===== config.mk =====
export PLATFORM = sky130hd
export DESIGN_NAME = bel_logger
export DESIGN_NICKNAME = d
export VERILOG_FILES = /design/src/rtl/bel_pkg.sv /design/src/rtl/bel_sync.sv /design/src/rtl/bel_fifo.sv /design/src/rtl/bel_uart_tx.sv /design/src/rtl/bel_logger.sv
export SDC_FILE = /design/constraint.sdc
export NUM_CORES = 1
export LEC_CHECK = 0
export ABC_AREA = 1
export BUFFER_PORTS_ARGS = -buffer_cell sky130_fd_sc_hd__clkbuf_2
export CAP_MARGIN = 20
export CORE_MARGIN = 2
export CORE_UTILIZATION = 55
export DETAILED_ROUTE_END_ITERATION = 10
export PLACE_DENSITY_LB_ADDON = 0.2
export SYNTH_ARGS = -nofsm -noshare
export SYNTH_HDL_FRONTEND = slang
export SYNTH_SLANG_ARGS = --single-unit

===== constraint.sdc =====
create_clock -name clk_i -period 1.97 [get_ports clk_i]
set_input_delay 0.197 -clock clk_i [delete_from_list [all_inputs] [get_ports clk_i]]
set_output_delay 0.197 -clock clk_i [all_outputs]
set_load 0.02 [all_outputs]

===== src/rtl/bel_pkg.sv =====
package bel_pkg;
  // line order inside a snapshot: {strobe, clock, data}
  typedef logic [2:0] lines_t;

  function automatic logic [7:0] snap_char(input lines_t l);
    return 8'h30 | {5'b00000, l};
  endfunction
endpackage


===== src/rtl/bel_sync.sv =====
module bel_sync #(
  parameter int WIDTH  = 3,
  parameter int STAGES = 2
) (
  input  logic             clk_i,
  input  logic             rst_ni,
  input  logic [WIDTH-1:0] d_i,
  output logic [WIDTH-1:0] q_o
);
  logic [STAGES-1:0][WIDTH-1:0] chain_q;

  always_ff @(posedge clk_i or negedge rst_ni) begin
    if (!rst_ni) begin
      chain_q <= '0;
    end else begin
      chain_q[0] <= d_i;
      for (int s = 1; s < STAGES; s++) chain_q[s] <= chain_q[s-1];
    end
  end

  assign q_o = chain_q[STAGES-1];
endmodule


===== src/rtl/bel_fifo.sv =====
module bel_fifo #(
  parameter int WIDTH = 8,
  parameter int DEPTH = 16
) (
  input  logic             clk_i,
  input  logic             rst_ni,
  input  logic             push_i,
  input  logic [WIDTH-1:0] push_data_i,
  input  logic             pop_i,
  output logic [WIDTH-1:0] pop_data_o,
  output logic             empty_o,
  output logic             full_o
);
  localparam int AW = (DEPTH > 1) ? $clog2(DEPTH) : 1;

  logic [WIDTH-1:0] mem_q [DEPTH];
  logic [AW:0]      wr_q, rd_q;
  logic             do_push, do_pop;

  assign empty_o = (wr_q == rd_q);
  assign full_o  = (wr_q[AW] != rd_q[AW]) && (wr_q[AW-1:0] == rd_q[AW-1:0]);
  assign do_push = push_i && !full_o;
  assign do_pop  = pop_i && !empty_o;
  assign pop_data_o = mem_q[rd_q[AW-1:0]];

  always_ff @(posedge clk_i) begin
    if (do_push) mem_q[wr_q[AW-1:0]] <= push_data_i;
  end

  always_ff @(posedge clk_i or negedge rst_ni) begin
    if (!rst_ni) begin
      wr_q <= '0;
      rd_q <= '0;
    end else begin
      if (do_push) wr_q <= wr_q + 1'b1;
      if (do_pop)  rd_q <= rd_q + 1'b1;
    end
  end

  // a full queue accepts nothing
  a_r6_full_blocks_write: assert property (@(posedge clk_i) disable iff (!rst_ni)
    (full_o && push_i) |=> $stable(wr_q));
  // the transmitter never pops an empty queue
  a_r5_no_underflow: assert property (@(posedge clk_i) disable iff (!rst_ni)
    pop_i |-> !empty_o);
endmodule


===== src/rtl/bel_uart_tx.sv =====
module bel_uart_tx #(
  parameter int DIV = 434
) (
  input  logic       clk_i,
  input  logic       rst_ni,
  input  logic       valid_i,
  input  logic [7:0] data_i,
  output logic       pop_o,
  output logic       tx_o
);
  localparam int CW = (DIV > 2) ? $clog2(DIV) : 1;
  localparam logic [CW-1:0] LAST_TICK = CW'(DIV - 1);
  localparam logic [3:0]    STOP_BIT  = 4'd9;

  logic          busy_q;
  logic [CW-1:0] baud_q;
  logic [3:0]    bit_q;
  logic [9:0]    sh_q;

  assign pop_o = valid_i && !busy_q;
  assign tx_o  = sh_q[0];

  always_ff @(posedge clk_i or negedge rst_ni) begin
    if (!rst_ni) begin
      busy_q <= 1'b0;
      baud_q <= '0;
      bit_q  <= '0;
      sh_q   <= '1;
    end else if (!busy_q) begin
      if (valid_i) begin
        sh_q   <= {1'b1, data_i, 1'b0};
        busy_q <= 1'b1;
        baud_q <= '0;
        bit_q  <= '0;
      end
    end else if (baud_q == LAST_TICK) begin
      baud_q <= '0;
      sh_q   <= {1'b1, sh_q[9:1]};
      if (bit_q == STOP_BIT) busy_q <= 1'b0;
      else                   bit_q  <= bit_q + 4'd1;
    end else begin
      baud_q <= baud_q + 1'b1;
    end
  end

  a_r4_idle_high: assert property (@(posedge clk_i) disable iff (!rst_ni)
    !busy_q |-> tx_o);
  a_r4_start_low: assert property (@(posedge clk_i) disable iff (!rst_ni)
    $rose(busy_q) |-> !tx_o);
  a_r4_stop_high: assert property (@(posedge clk_i) disable iff (!rst_ni)
    (busy_q && bit_q == STOP_BIT) |-> tx_o);
endmodule


===== src/rtl/bel_logger.sv =====
module bel_logger #(
  parameter int CLK_HZ      = 50_000_000,
  parameter int BAUD        = 115_200,
  parameter int FIFO_DEPTH  = 16,
  parameter int SYNC_STAGES = 2
) (
  input  logic clk_i,
  input  logic rst_ni,
  input  logic bus_data_i,
  input  logic bus_clk_i,
  input  logic bus_stb_i,
  output logic tx_o,
  output logic overflow_o
);
  import bel_pkg::*;

  localparam int DIV = (CLK_HZ + BAUD / 2) / BAUD;

  lines_t     raw, cur, prev_q;
  logic       change;
  logic [7:0] snap, head;
  logic       empty, full, pop, ovf_q;

  assign raw = {bus_stb_i, bus_clk_i, bus_data_i};

  bel_sync #(.WIDTH(3), .STAGES(SYNC_STAGES)) i_sync (
    .clk_i(clk_i), .rst_ni(rst_ni), .d_i(raw), .q_o(cur)
  );

  always_ff @(posedge clk_i or negedge rst_ni) begin
    if (!rst_ni) prev_q <= '0;
    else         prev_q <= cur;
  end

  assign change = (cur != prev_q);
  assign snap   = snap_char(cur);

  bel_fifo #(.WIDTH(8), .DEPTH(FIFO_DEPTH)) i_fifo (
    .clk_i(clk_i), .rst_ni(rst_ni),
    .push_i(change), .push_data_i(snap),
    .pop_i(pop), .pop_data_o(head),
    .empty_o(empty), .full_o(full)
  );

  bel_uart_tx #(.DIV(DIV)) i_tx (
    .clk_i(clk_i), .rst_ni(rst_ni),
    .valid_i(!empty), .data_i(head),
    .pop_o(pop), .tx_o(tx_o)
  );

  always_ff @(posedge clk_i or negedge rst_ni) begin
    if (!rst_ni)             ovf_q <= 1'b0;
    else if (change && full) ovf_q <= 1'b1;
  end

  assign overflow_o = ovf_q;

  a_r7_overflow_sticky: assert property (@(posedge clk_i) disable iff (!rst_ni)
    ovf_q |=> ovf_q);
  a_r6_overflow_cause: assert property (@(posedge clk_i) disable iff (!rst_ni)
    $rose(ovf_q) |-> $past(full));
  a_r3_digit_range: assert property (@(posedge clk_i) disable iff (!rst_ni)
    change |-> (snap[7:3] == 5'b00110));
endmodule


* Word level (Yosys, flattened, before mapping)
Memories as Yosys holds them, arrays and structs flattened. Cells that the tools add are included.
Storage, ports and cells: memories 1, logic and storage cells 50, output and inout port bits 2, input port bits 5, RAM bits 48, flip-flop bits (word level) 44
Cells by class: add/sub/neg operators 4, muxes and demuxes 16, reduce and logical (&&, ||, !) cells 10, eq/ne operators 9
Memories:
- i_fifo.mem_q | depth 16, width 3, rd ports 1, clocked after Yosys merged registers in 0, wr ports 1, RTL line bel_fifo.sv:16 | logic [WIDTH-1:0] mem_q [DEPTH];
Operators with widths (count):
- $mux W10 | 3
- $mux W9 | 3
- $mux W4 | 4
- $add A5 B1 Y5 const B | 2
- $add A9 B1 Y9 const B | 1
- $eq A9 B9 Y1 const B | 1
- $mux W1 | 6
- $eq A5 B5 Y1 | 1
- $logic_and A1 B1 Y1 | 5
- $add A4 B1 Y4 const B | 1
- $eq A4 B4 Y1 | 1
- $eq A4 B4 Y1 const B | 1
- $ne A2 B2 Y1 const B | 2
- $logic_not A1 Y1 | 3
- $ne A3 B3 Y1 | 1
- $reduce_and A3 Y1 | 1
- $ne A2 B1 Y1 const B | 1
- $reduce_and A2 Y1 | 1
- $ne A1 B1 Y1 | 1

* Depth between registers and ports, before layout
depth after elaboration 6, gate-level depth with buffers 11, gate-level depth less buffers 10

* Modules after synthesis
A second synthesis with hierarchy kept.
Second synthesis, totals: cell total of the unflattened synthesis 732, area total of the unflattened synthesis 7554.7 µm²
Modules (own cells, without submodules):
- bel_fifo | seq. area each 4093.9 µm², area an instance 5928.2 µm², cells an instance 559, instances 1
- bel_uart_tx | seq. area each 586.8 µm², area an instance 1280.0 µm², cells an instance 142, instances 1
- bel_logger | seq. area each 100.1 µm², area an instance 173.9 µm², cells an instance 22, instances 1
- bel_sync | seq. area each 150.1 µm², area an instance 172.7 µm², cells an instance 9, instances 1

* Worst setup path before layout
Ideal clock, no wire load.
path type reg2reg, start point register i_fifo.rd_q[0], end point memory i_fifo.mem_q[3][0] (enable), stages on the path, launching flop included 11, path slack 0.153 ns, arrival 1.472 ns, setup time 0.345 ns, data required time 1.625 ns, clock period less this slack 1.817 ns, buffers on the path 2, cells stage by stage dfrtp_1 -> buf_4 -> inv_4 -> nand2_1 -> nand2_1 -> nor2_2 -> and2_1 -> nand2_1 -> nand2_2 -> buf_2 -> nor3_1
Between the ends: word-level cells in the longest chain between the ends 6
RTL lines:
- start, declared | RTL line bel_fifo.sv:17 | logic [AW:0] wr_q, rd_q;
- start signal, assigned | RTL line bel_fifo.sv:36 | if (do_pop) rd_q <= rd_q + 1'b1;
- $eq A4 B4 Y1 | RTL line bel_fifo.sv:21 | assign full_o = (wr_q[AW] != rd_q[AW]) && (wr_q[AW-1:0] == rd_q[AW-1:0]);
- $logic_and A1 B1 Y1 | RTL line bel_fifo.sv:21
- $logic_not A1 Y1 | RTL line bel_fifo.sv:22 | assign do_push = push_i && !full_o;
- $logic_and A1 B1 Y1 | RTL line bel_fifo.sv:22
- $mux W1 | RTL line bel_fifo.sv:27 | if (do_push) mem_q[wr_q[AW-1:0]] <= push_data_i;
- $mux W1 (implied by the code) | RTL line bel_fifo.sv:27
- end, declared | RTL line bel_fifo.sv:16
No other way between the ends.

* Worst setup path in the final report
start point register i_fifo.wr_q[0], end point memory i_fifo.mem_q[6][1] (enable)
Between the ends: word-level cells in the longest chain between the ends 6
RTL lines:
- start, declared | RTL line bel_fifo.sv:17
- start signal, assigned | RTL line bel_fifo.sv:35 | if (do_push) wr_q <= wr_q + 1'b1;
- $eq A4 B4 Y1 | RTL line bel_fifo.sv:21
- $logic_and A1 B1 Y1 | RTL line bel_fifo.sv:21
- $logic_not A1 Y1 | RTL line bel_fifo.sv:22
- $logic_and A1 B1 Y1 | RTL line bel_fifo.sv:22
- $mux W1 | RTL line bel_fifo.sv:27
- $mux W1 (implied by the code) | RTL line bel_fifo.sv:27
Several ways; a longest one is shown, not always the timed one.

==> results.sh <==
export IMPL_status="completed"
export IMPL_p_sw_frac=0.394
export IMPL_cts_htree_levels=3
export IMPL_p_switching_mw=2.50
export IMPL_drt_total_wl_microns=8430
export IMPL_dieArea_sq_mm=0.00840
export IMPL_synth_most_common_cell="nand2_1"
export IMPL_yosysTopAreaCell="edfxtp_1"
export IMPL_cts_buffers_inserted=9
export IMPL_cp_start_kind="flip-flop"
export IMPL_critPathCaptureType="flip-flop"
export IMPL_diodes=0
export IMPL_dp_slack_ps=11.6
export IMPL_cts_root_buf="clkbuf_8"
export IMPL_grt_max_degree=26
export IMPL_syn_num_nets=461
export IMPL_hold_class="flip-flop to flip-flop"
export IMPL_cts_tree="done"
export IMPL_synth_area_top_cells="edfxtp_1 34%, dfrtp_1 20%, nand2_1 12%, nand3_1 7.2%, dfstp_2 5.6%"
export IMPL_cp_startpoint="i_fifo.wr_q[0]$_DFFE_PN0P_"
export IMPL_path_class="flip-flop to flip-flop"
export IMPL_vias_per_cell=5.26
export IMPL_finClkSkew_ps=15.4
export IMPL_power_density_mw_per_mm2=1360
export IMPL_cpMostUsedCell="nand2_1"
export IMPL_maxSlewViolCount=0
export IMPL_p_comb_frac=0.367
export IMPL_final_period_utilization=0.993
export IMPL_final_net_count=485
export IMPL_r2r_start="i_fifo.wr_q[0]$_DFFE_PN0P_"
export IMPL_async_reset_ff_frac=0.473
export IMPL_clkTransAtPathRegs_ps=90
export IMPL_vias=3024
export IMPL_pwr_share_seq=0.452
export IMPL_synth_cell_type_count=28
export IMPL_avgSynthCellArea_sq_um=9.46
export IMPL_drc=0
export IMPL_synth_top_area_share=0.341
export IMPL_setup_viol=0
export IMPL_die_h_microns=91.7
export IMPL_yosysWarningCount=0
export IMPL_core_sq_mm=0.00733
export IMPL_syn_inst=447
export IMPL_p_clk_frac=0.181
export IMPL_critPathMaxFanout=23
export IMPL_hold_viol=0
export IMPL_relSlewSlack=0.587
export IMPL_final_seq_area_sq_mm=0.00253
export IMPL_netlist_area_sq_mm=0.00423
export IMPL_initial_utilization=0.577
export IMPL_seq_area_frac_synth=0.598
export IMPL_n_fill_cell=583
export IMPL_postCtsSetupBuffers=0
export IMPL_worst_slack_ps=13.3
export IMPL_clk_latency_ps=360
export IMPL_clk_path_buf_depth=2
export IMPL_portBuffers=6
export IMPL_gr_usage_all_layers=0.220
export IMPL_dr_pass1_iters=7
export IMPL_synth_common_cells="136 x nand2_1, 61 x nand3_1, 51 x inv_1"
export IMPL_clock_sinks=91
export IMPL_grt_pass1_wl_microns=14100
export IMPL_fin_crit_ps=1960
export IMPL_grt_pass1_vias=2964
export IMPL_drt_first_iter_violations=261
export IMPL_wl_per_cell_microns=14.7
export IMPL_num_rows=31
export IMPL_rsz0062_at_grt="yes"
export IMPL_antenna_found_initial=0
export IMPL_slowest_delay_ps=450
export IMPL_multi_input_area_sq_mm=0.00142
export IMPL_p_leak_nw=2.09
export IMPL_synth_seq_cells=91
export IMPL_crit_chain="inv_1 -> nand2_1 -> nand2_1 -> nor2_2 -> and2_1 -> nand2_1 -> nand2_2 -> buf_12 -> nor3_1"
export IMPL_vdd_drop_max_mv=0.804
export IMPL_hpwl_microns=5750
export IMPL_finalCoreUtilization=0.638
export IMPL_synth_edff_count=48
export IMPL_grt_overflow=0
export IMPL_critPathArrivalTime_ps=1970
export IMPL_synth_flop_cell="edfxtp_1"
export IMPL_max_freq_mhz=511
export IMPL_syn2layout_area_growth_pct=10.6
export IMPL_antenna_left=0
export IMPL_hold_start="i_sync.chain_q[2]$_DFF_PN0_"
export IMPL_gp_congestion=0.846
export IMPL_p_int_mw=3.84
export IMPL_io_pins=7
export IMPL_worst_slew_pin_slew_ps=620
export IMPL_drive_gt1_frac=0.137
export IMPL_crit_path_top_delay_cell="dfrtp_1"
export IMPL_dieWidth_microns=91.7
export IMPL_cp_required_ps=1980
export IMPL_max_cap_violations=0
## state kept, by name (all words and copies together), names as in the netlist
register and cells:
i_fifo.mem_q 48, i_fifo.rd_q 5, i_fifo.wr_q 5, i_sync.chain_q 3, i_sync.q_o 3, i_tx.baud_q 9, i_tx.bit_q 4, i_tx.busy_q 1
i_tx.sh_q 9, overflow_o 1, prev_q 3
## cells in the final DEF, fill, tap and decap left out, types with 8 or more instances in the layout
cell and instances:
buf_4 16, xnor2_1 8, dfrtp_1 34, nand2_1 136, dfstp_2 9, xor2_1 9, nor2_1 16, edfxtp_1 48
inv_1 51, nand3_1 61, ha_1 9, clkbuf_8 9, o21ai_0 11, nor3_1 12
## final cells by class
cell class	count	share of cell area
Tap cell	99	0.0265
Clock buffer	9	0.0265
Clock inverter	7	0.0110
Multi-Input combinational cell	286	0.305
Timing Repair Buffer	27	0.0450
Sequential cell	91	0.541
Inverter	56	0.0455
## power by group through the flow
stage	logic, mW	registers (mW)	clock network [mW]
after floorplan	1.66	2.85	0
after global routing	2.62	2.93	1.24
final	2.33	2.86	1.15
after CTS	2.31	2.86	1.16
after global placement	2.23	2.88	0
after detailed placement	2.29	2.90	0
## layer usage
metal  vias up  track usage  share of wire  routed length (microns)
met5         -            0              0                        0
met4         0       0.0871          0.015                      126
met3        10       0.0271          0.052                      442
met2        77        0.350           0.48                     4010
met1      1446        0.309           0.46                     3850
li1       1491            -              -                        -
## timing repair
| action | CTS | global route |
|---|---|---|
| resized for setup | 0 | 3 |
| hold buffers | 4 | 0 |
| setup endpoints to repair | 0 | 48 |
| endpoints found under the hold margin | 19 | 0 |
## final timing paths
kind,slack (ps),to,cells after the start
setup reg to reg,10,i_fifo.mem_q[6][1]$_DFFE_PP_,9
hold reg to reg,360,i_sync.q_o[2]$_DFF_PN0_,0
min in group asynchronous,380,i_tx.baud_q[4]$_DFFE_PN0P_,2
setup / recovery,10,i_fifo.mem_q[6][1]$_DFFE_PP_,9
hold / removal,360,i_sync.q_o[2]$_DFF_PN0_,0
max in group asynchronous,930,i_tx.sh_q[3]$_DFFE_PN1P_,3
## worst max-delay path: cells and delay by family (launching register included)
kind	cells	cell delay (ps)
buffers and inverters	2	310
flip-flops	1	450
AND/OR/NAND/NOR	7	850
## stage by stage
| stage | cell area [sq um] | power [mW] | cells | hold WS (ps) | setup TNS (ps) |
|---|---|---|---|---|---|
| finish | 4670 | 6.34 | 575 | 363 | 0 |
| detailed placement | 4440 | 5.19 | 555 | 241 | 0 |
| global placement | 4440 | 5.11 | 555 | 241 | 0 |
| global route | 4670 | 6.79 | 575 | 381 | -4470 |
| CTS | 4660 | 6.33 | 575 | 366 | 0 |
| floorplan | 4230 | 4.51 | 447 | -98.6 | 0 |
## kinds of logic after synthesis
kind of cell | Yosys count | share of synthesized area
fa+ha+maj | 9 | 0.0266
xor+xnor | 17 | 0.0352
compound gates | 19 | 0.0240
buf+inv | 70 | 0.0684
flops | 91 | 0.598
simple gates | 241 | 0.247
Power figures use the tool's default switching activity.
